===== config.mk =====
export PLATFORM = sky130hd
export DESIGN_NAME = csa_const_mult
export DESIGN_NICKNAME = d
export VERILOG_FILES = /design/src/rtl/csa_mult_pkg.sv /design/src/rtl/coef_rom.sv /design/src/rtl/shift_cell.sv /design/src/rtl/csa_row.sv /design/src/rtl/csa_tree.sv /design/src/rtl/csa_const_mult.sv
export SDC_FILE = /design/constraint.sdc
export NUM_CORES = 1
export LEC_CHECK = 0
export BUFFER_PORTS_ARGS = -buffer_cell sky130_fd_sc_hd__clkbuf_2
export CORE_UTILIZATION = 50
export CTS_CLUSTER_SIZE = 28
export DETAILED_ROUTE_END_ITERATION = 8
export PLACE_DENSITY = 0.71
export SLEW_MARGIN = 20
export SYNTH_ARGS = -nofsm -noshare
export SYNTH_HDL_FRONTEND = slang
export SYNTH_SLANG_ARGS = --single-unit

===== constraint.sdc =====
create_clock -name clk_i -period 5.5 [get_ports clk_i]
set_input_delay 1.1 -clock clk_i [delete_from_list [all_inputs] [get_ports clk_i]]
set_output_delay 1.1 -clock clk_i [all_outputs]
set_load 0.005 [all_outputs]

===== src/rtl/csa_mult_pkg.sv =====
package csa_mult_pkg;

  localparam int unsigned NCELL     = 5;
  localparam int unsigned MAX_SHIFT = 6;
  localparam int unsigned SEL_W     = $clog2(MAX_SHIFT + 2);
  localparam int unsigned NCOEF     = 32;
  localparam int unsigned IDX_W     = $clog2(NCOEF);

  typedef logic [NCELL-1:0][SEL_W-1:0] sel_vec_t;

  function automatic int unsigned coef_mag(input int unsigned idx);
    case (idx)
      0:  return 0;
      1:  return 64;
      2:  return 83;
      3:  return 36;
      4:  return 89;
      5:  return 75;
      6:  return 50;
      7:  return 18;
      8:  return 90;
      9:  return 88;
      10: return 85;
      11: return 82;
      12: return 78;
      13: return 73;
      14: return 67;
      15: return 61;
      16: return 54;
      17: return 46;
      18: return 38;
      19: return 31;
      20: return 22;
      21: return 13;
      22: return 4;
      23: return 87;
      24: return 80;
      25: return 70;
      26: return 57;
      27: return 43;
      28: return 25;
      29: return 9;
      30: return 1;
      default: return 2;
    endcase
  endfunction

  // set bits, highest first, one per cell; unused cells get code 0
  function automatic sel_vec_t decompose(input int unsigned mag);
    sel_vec_t s;
    int unsigned n;
    s = '0;
    n = 0;
    for (int b = MAX_SHIFT; b >= 0; b--) begin
      if (mag[b] && n < NCELL) begin
        s[n] = SEL_W'(b + 1);
        n++;
      end
    end
    return s;
  endfunction

endpackage


===== src/rtl/coef_rom.sv =====
module coef_rom
  import csa_mult_pkg::*;
(
  input  logic [IDX_W-1:0] idx_i,
  output sel_vec_t         sel_o
);

  sel_vec_t rom_w [NCOEF];

  for (genvar i = 0; i < NCOEF; i++) begin : g_ent
    assign rom_w[i] = decompose(coef_mag(i));
  end

  assign sel_o = rom_w[idx_i];

endmodule


===== src/rtl/shift_cell.sv =====
module shift_cell
  import csa_mult_pkg::*;
#(
  parameter int unsigned DW = 16,
  parameter int unsigned MW = 25
) (
  input  logic [DW-1:0]    mag_i,
  input  logic [SEL_W-1:0] sel_i,
  output logic [MW-1:0]    term_o
);

  always_comb begin
    term_o = '0;
    for (int k = 0; k <= MAX_SHIFT; k++) begin
      if (sel_i == SEL_W'(k + 1)) term_o = MW'(mag_i) << k;
    end
  end

endmodule


===== src/rtl/csa_row.sv =====
module csa_row #(
  parameter int unsigned W = 25
) (
  input  logic [W-1:0] a_i,
  input  logic [W-1:0] b_i,
  input  logic [W-1:0] c_i,
  output logic [W-1:0] sum_o,
  output logic [W-1:0] carry_o
);

  logic [W-1:0] maj_w;

  assign sum_o   = a_i ^ b_i ^ c_i;
  assign maj_w   = (a_i & b_i) | (a_i & c_i) | (b_i & c_i);
  assign carry_o = {maj_w[W-2:0], 1'b0};

endmodule


===== src/rtl/csa_tree.sv =====
module csa_tree
  import csa_mult_pkg::*;
#(
  parameter int unsigned W = 25
) (
  input  logic [NCELL-1:0][W-1:0] term_i,
  output logic [W-1:0]            sum_o,
  output logic [W-1:0]            carry_o
);

  localparam int unsigned NLVL = NCELL - 2;

  logic [W-1:0] s_w [NLVL+1];
  logic [W-1:0] c_w [NLVL+1];

  assign s_w[0] = term_i[0];
  assign c_w[0] = term_i[1];

  // each level folds one further term into the running sum/carry pair
  for (genvar l = 0; l < NLVL; l++) begin : g_lvl
    csa_row #(.W(W)) i_row (
      .a_i    (s_w[l]),
      .b_i    (c_w[l]),
      .c_i    (term_i[l+2]),
      .sum_o  (s_w[l+1]),
      .carry_o(c_w[l+1])
    );
  end

  assign sum_o   = s_w[NLVL];
  assign carry_o = c_w[NLVL];

endmodule


===== src/rtl/csa_const_mult.sv =====
module csa_const_mult
  import csa_mult_pkg::*;
#(
  parameter  int unsigned DW = 16,
  localparam int unsigned MW = DW + MAX_SHIFT + 3,
  localparam int unsigned PW = MW + 1
) (
  input  logic                   clk_i,
  input  logic                   rst_ni,
  input  logic [DW-1:0]          sample_i,
  input  logic [IDX_W-1:0]       coef_idx_i,
  input  logic                   coef_neg_i,
  input  logic                   dir_en_i,
  input  logic [NCELL*SEL_W-1:0] dir_sel_i,
  output logic [PW-1:0]          product_o
);

  logic [DW-1:0]           abs_w;
  sel_vec_t                tab_sel_w;
  sel_vec_t                sel_w;
  logic [DW-1:0]           mag_q;
  sel_vec_t                sel_q;
  logic                    neg_q;
  logic [NCELL-1:0][MW-1:0] term_w;
  logic [MW-1:0]           csa_sum_w;
  logic [MW-1:0]           csa_carry_w;
  logic [MW-1:0]           mag_sum_w;
  logic [PW-1:0]           pos_w;
  logic [PW-1:0]           res_w;

  // most negative sample maps to 2^(DW-1), still fits DW unsigned bits
  assign abs_w = sample_i[DW-1] ? (~sample_i + DW'(1)) : sample_i;

  coef_rom i_rom (
    .idx_i(coef_idx_i),
    .sel_o(tab_sel_w)
  );

  assign sel_w = dir_en_i ? sel_vec_t'(dir_sel_i) : tab_sel_w;

  always_ff @(posedge clk_i or negedge rst_ni) begin
    if (!rst_ni) begin
      mag_q <= '0;
      sel_q <= '0;
      neg_q <= 1'b0;
    end else begin
      mag_q <= abs_w;
      sel_q <= sel_w;
      neg_q <= sample_i[DW-1] ^ coef_neg_i;
    end
  end

  for (genvar g = 0; g < NCELL; g++) begin : g_cell
    shift_cell #(.DW(DW), .MW(MW)) i_cell (
      .mag_i (mag_q),
      .sel_i (sel_q[g]),
      .term_o(term_w[g])
    );
  end

  csa_tree #(.W(MW)) i_tree (
    .term_i (term_w),
    .sum_o  (csa_sum_w),
    .carry_o(csa_carry_w)
  );

  assign mag_sum_w = csa_sum_w + csa_carry_w;
  assign pos_w     = {1'b0, mag_sum_w};
  assign res_w     = neg_q ? (~pos_w + PW'(1)) : pos_w;

  always_ff @(posedge clk_i or negedge rst_ni) begin
    if (!rst_ni) product_o <= '0;
    else         product_o <= res_w;
  end

endmodule


## Yosys cells after proc, flatten, opt, wreduce, memory -nomap -nowiden

Memory sizes are Yosys's and may differ from the RTL's.
Cells that the tools add are included.

| cells by class | value |
|---|---|
| add/subtract/negate cells | 3 |
| magnitude comparators | 1 |
| equality and inequality tests | 35 |
| mux-type cells | 40 |
| bitwise logic cells | 25 |

Operators with widths:

| cell | number |
|---|---|
| $mux W25 | 30 |
| $and A24 B24 Y24 | 9 |
| $xor A25 B25 Y25 | 6 |
| $or A24 B24 Y24 | 6 |
| $mux W16 | 6 |
| $eq A3 B3 Y1 const B | 20 |
| $mux W15 | 3 |
| $eq A3 B2 Y1 const B | 10 |
| $add A26 B1 Y26 const B | 1 |
| $mux W26 | 1 |
| $not A25 Y26 | 1 |
| $add A25 B25 Y25 | 1 |
| $add A16 B1 Y16 const B | 1 |
| $not A16 Y16 | 1 |
| $eq A3 B1 Y1 const B | 5 |
| $ge A6 B6 Y1 const B | 1 |
| $not A5 Y6 | 1 |
| $xor A1 B1 Y1 | 1 |

| storage, ports and cells | value |
|---|---|
| flip-flop bits (word level) | 58 |
| bits in read-only memories | 480 |
| input bits | 40 |
| output and inout port bits | 26 |
| logic and storage cells | 113 |
| memories kept | 1 |

Memories:

| memory | depth | bits a word | rd ports | clocked after Yosys merged registers in | wr ports | RTL line | text |
|---|---|---|---|---|---|---|---|
| (name not given) | 32 | 15 | 1 | 0 | 0 | coef_rom.sv:14 | `assign sel_o = rom_w[idx_i];` |

## Longest topological paths before layout

| logic depth | value |
|---|---|
| depth after elaboration | 21 |
| gate-level depth with buffers | 24 |
| depth with buffers taken out | 22 |

## Cells and area by module

Synthesis repeated with hierarchy kept, for this count alone.

| second synthesis, totals | value |
|---|---|
| cell total of the unflattened synthesis | 1198 |
| area, all modules | 10645.2 um^2 |

By module, submodules not included:

| module | times used | cells an instance | area an instance (um^2) | sequential area each (um^2) |
|---|---|---|---|---|
| csa_const_mult | 1 | 422 | 4048.9 | 1451.4 |
| shift_cell at g_cell[1].i_cell ... | 4 | 123 | 907.1 | 0.0 |
| csa_row | 3 | 27 | 515.5 | 0.0 |
| shift_cell at g_cell[0].i_cell | 1 | 110 | 813.3 | 0.0 |
| coef_rom | 1 | 93 | 608.1 | 0.0 |

## Worst setup path after synthesis

Ideal clock, no wire load.

| timing path | value |
|---|---|
| path type | register to register |
| start point | register sel_q[1] in the netlist's numbering |
| end point | register product_o[24] |
| library setup time | 0.079 ns |
| data arrival time | 5.741 ns |
| required time | 5.421 ns |
| setup slack | -0.320 ns |
| stages on the path, launching flop included | 21 |
| path buffers | 4 |
| period minus slack after synthesis | 5.820 ns |
| path through | dfrtp_1 clkbuf_1 buf_1 clkbuf_1 a21oi_1 a211oi_1 nor2_1 fa_1 fa_1 fa_1 inv_1 ha_1 o211a_1 a21oi_1 o31a_2 o31ai_1 xor2_1 or4_1 buf_2 o41ai_2 xor2_1 |

| between the ends | value |
|---|---|
| cells in the longest elaborated chain, start to end | 21 |
| elaborated cells on any way between the ends | 38 |
| those cells by class | add/sub (2); eq/ne (7); mux (8); bitwise (21) |

Ends and longest elaborated chain:

| item | RTL line | text |
|---|---|---|
| start, declared | csa_const_mult.sv:22 | `sel_vec_t sel_q;` |
| start signal, assigned | csa_const_mult.sv:48 | `sel_q <= sel_w;` |
| $eq A3 B1 Y1 | shift_cell.sv:15 | `if (sel_i == SEL_W'(k + 1)) term_o = MW'(mag_i) << k;` |
| $mux W16 | shift_cell.sv:15 |  |
| $mux W25 (5 in a row) | shift_cell.sv:15 |  |
| $mux W25 * | shift_cell.sv:15 |  |
| $and A24 B24 Y24 | csa_row.sv:14 | `assign maj_w = (a_i & b_i) \| (a_i & c_i) \| (b_i & c_i);` |
| $or A24 B24 Y24 (2 in a row) | csa_row.sv:14 |  |
| $and A24 B24 Y24 | csa_row.sv:14 |  |
| $or A24 B24 Y24 (2 in a row) | csa_row.sv:14 |  |
| $and A24 B24 Y24 | csa_row.sv:14 |  |
| $or A24 B24 Y24 (2 in a row) | csa_row.sv:14 |  |
| $add A25 B25 Y25 * | csa_const_mult.sv:67 | `assign mag_sum_w = csa_sum_w + csa_carry_w;` |
| $not A25 Y26 | csa_const_mult.sv:69 | `assign res_w = neg_q ? (~pos_w + PW'(1)) : pos_w;` |
| $add A26 B1 Y26 | csa_const_mult.sv:69 |  |
| $mux W26 * | csa_const_mult.sv:69 |  |
| via res_w[24] | csa_const_mult.sv:29 | `logic [PW-1:0] res_w;` |
| end signal, assigned | csa_const_mult.sv:73 | `else product_o <= res_w;` |
| end, declared | csa_const_mult.sv:15 | `output logic [PW-1:0] product_o` |

Mark *: on every way through the listed nets, which the timed path passes. The rest lies on a longest branch.

## Worst setup path in the final report

| timing path | value |
|---|---|
| start point | register sel_q[1] in the netlist's numbering |
| end point | register product_o[21] |

The elaborated chain is that of the path after synthesis.

==> reports/metrics.cfg <==
[power]
power_switching_share=0.472
switching_power_mw=4.49
vdd_drop_max_mv=0.650
p_leak_nw=5.33
power_frac_seq=0.069
p_clk_frac=0.059
p_per_area_mw_per_mm2=780
p_int_mw=5.02
p_comb_frac=0.872

[sta]
fmax_mhz=182
fin_ws_ns=-0.00873
rsz0062_at_grt=yes
slew_headroom=0.443
finalSetupViolCount=1
setup_tns_ns=-0.00873
finalMaxSlewViolations=0
worstMarginPinSlew_ns=0.835
fin_skew_ns=0.00951
layout_min_cycle_time_ns=5.51
min_period_over_period=1.00
hold_ws_ns=0.914
hold_viol=0

[synth]
synth-edff-count=0
synth_top_area_frac=0.151
synth_flop_cell=dfrtp_1
synth.avg_cell_area_sq_um=7.73
ys_seq_area_frac=0.151
synthesis.yosys.warnings=0
syn_inst=1245
synth_area_leaders=dfrtp_1 15%, fa_1 14%, o21ai_0 6.2%
synth_common_cells=140 x nand2_1, 119 x o21ai_0, 111 x a21oi_1, 89 x clkbuf_1, 86 x inv_1
async_flop_share=1.00
synth_cell_types=78
synthesis.area_sq_mm=0.00963
synth.most_common_cell=nand2_1
yosysTopAreaCell=dfrtp_1
synth_nets=1384
synth-seq-cells=58

[clock_tree]
h-tree-depth=3
clock-root-buffer=clkbuf_16
cts.clk_slew.worst_paths_ns=0.06
cts_buffer_depth=2
cts_inserted_buffers=9
insertion_delay_ns=0.34
cts_sinks=58
cts_tree=done

[critical_path]
startpoint_type=flop
cp.required_ns=5.77
r2r_start=sel_q[1]
slowest_stage=fa_1
cp_slowest_stage_delay_ns=0.55
cp-end-kind=flop
cpMostUsedCell=fa_1
crit_chain=buf_8 > buf_4 > o21a_1 > mux4_2 > fa_1 > fa_1 > fa_1 > inv_1 > ha_1 > buf_4 > a21oi_2 > o21ai_0 > nor2b_4 > or3_1 > and3_1 > or4_4 > o31ai_1 > xnor2_1
path_max_fanout=7
critPathKind=reg -> reg
worstPathArrival_ns=5.78
cp-startpoint=sel_q[1]

[routing]
wl_met1_microns=12800
wl_met2_microns=13700
dr_wl_met3_microns=2280
dr.first_iter.drc_count=845
wl_per_cell_microns=17.9
viasPerCell=6.06
routed.top_layer=met4
dr.pass1.iters=6
drtAntennaViolNets=0
vias=10000
wirelength_microns=29600
route.detailed.drc=0

[final_layout]
diodes=0
multi_input_area_sq_mm=0.00781
ff_latch_area_sq_mm=0.00146
fill_cells=1571
syn2layout_area_growth_pct=26.7
fin_area_sq_mm=0.0122
layout-drive-gt1-share=0.288
layout.nets=1553
post-route-util=0.650

[die]
coreArea_sq_mm=0.0188
die_h_microns=141
initial_core_util=0.513
ios=66
die_x_microns=141
core.rowCount=50
die_area_sq_mm=0.0198

[global_route]
grt_start_max_net_pins=59
grt_pass1_wl_microns=46900
track_usage=0.301
antenna_found_initial=1
first_global_vias=9187
grt_overflow=0

[place]
routabilityCongestion=0.976
dp_hpwl_microns=22600
io_buffers=65
placed_cell_area_sq_mm=0.0114
post-place-ws_ns=-0.205

[worst_hold_path]
hp-start=sample_i[0]
hp-class=in -> reg

[run_status]
failed_checks=negative setup slack
outcome=finished with violations

[flow_run]
maxCapViolCount=0

## power by group through the flow
stage          registers (mW)  logic, mW  clock network [mW]
5_1_grt                 0.661       9.01               0.590
3_3_place_gp            0.649       7.09                   0
4_1_cts                 0.646       7.47               0.576
3_5_place_dp            0.653       7.18                   0
6_report                0.652       8.29               0.565
2_1_floorplan           0.632       4.32                   0
## cell type report
type,count,area share
repair buffers,273,0.166
flip-flops and latches,58,0.120
clock buffers,11,0.0191
well taps,234,0.0240
multi-input cells,985,0.640
inverters,87,0.0268
clock inverters,5,0.00441
## state kept, by name (all words and copies together) (netlist names)
signal and flops:
mag_q 16, sel_q 15, product_o 26, neg_q 1
## kinds of logic (layout without fill, tap and decap cells)
group	after synthesis	count (layout)	synth area share
adder cells (fa/ha/maj)	99	99	0.179
XOR/XNOR	46	46	0.0426
AND/OR/NAND/NOR	341	341	0.166
AO/OA/AOI/OAI	421	421	0.282
multiplexers	78	78	0.0986
buffers and inverters	202	376	0.0806
flip-flops	58	58	0.151
## layer usage
layer / vias to the layer above / track usage
met5: - / 0
met4: 0 / 0.107
met3: 64 / 0.0571
met2: 418 / 0.480
met1: 4727 / 0.408
li1: 4803 / -
## placed cells by master (no fill, tap or decap), types with 13 or more instances in the layout
master	count
xnor2_1	31
inv_1	82
nor3_1	16
nand2_1	139
ha_1	27
nand3_1	13
clkbuf_2	65
a21oi_1	101
o21ai_1	14
dfrtp_1	52
nor2_1	72
o21ai_0	106
mux2_2	15
buf_4	192
o211ai_1	13
fa_1	64
mux2i_1	51
a21o_1	13
xor2_1	14
a211oi_1	17
## repair_timing
action / in CTS / in global routing
endpoints found under the setup margin: 9 / 13
endpoints found under the hold margin: 0 / 0
buffers inserted: 1 / 9
gates resized for setup: 18 / 97
pin swaps: 2 / 23
hold buffers: 0 / 0
cloned: 0 / 1
## per-stage QoR
stage | instances | total power, mW
finish | 1653 | 9.51
global route | 1653 | 10.3
CTS | 1644 | 8.69
detailed placement | 1627 | 7.83
global placement | 1627 | 7.74
floorplan | 1245 | 4.95
## critical path, delay by kind of cell (launching register included)
| kind | cells | cell delay [ns] |
|---|---|---|
| DFF | 1 | 0.45 |
| buffers and inverters | 4 | 0.50 |
| adders and majority gates | 4 | 1.84 |
| and+or+nand+nor | 4 | 1.18 |
| muxes | 1 | 0.49 |
| AOI/OAI and AO/OA | 4 | 0.83 |
| xor gates and xnor gates | 1 | 0.15 |
## path summary, 6_finish.rpt
kind / endpoint / cells past startpoint / slack, ns
max: product_o[21] / 18 / -0.009
min: mag_q[0] / 1 / 0.91
max reg2reg: product_o[21] / 18 / -0.009
min reg2reg: product_o[23] / 2 / 0.95
max in group asynchronous: mag_q[12] / 2 / 3.98
min in group asynchronous: sel_q[4] / 2 / 0.93
Power figures use the tool's default switching activity.
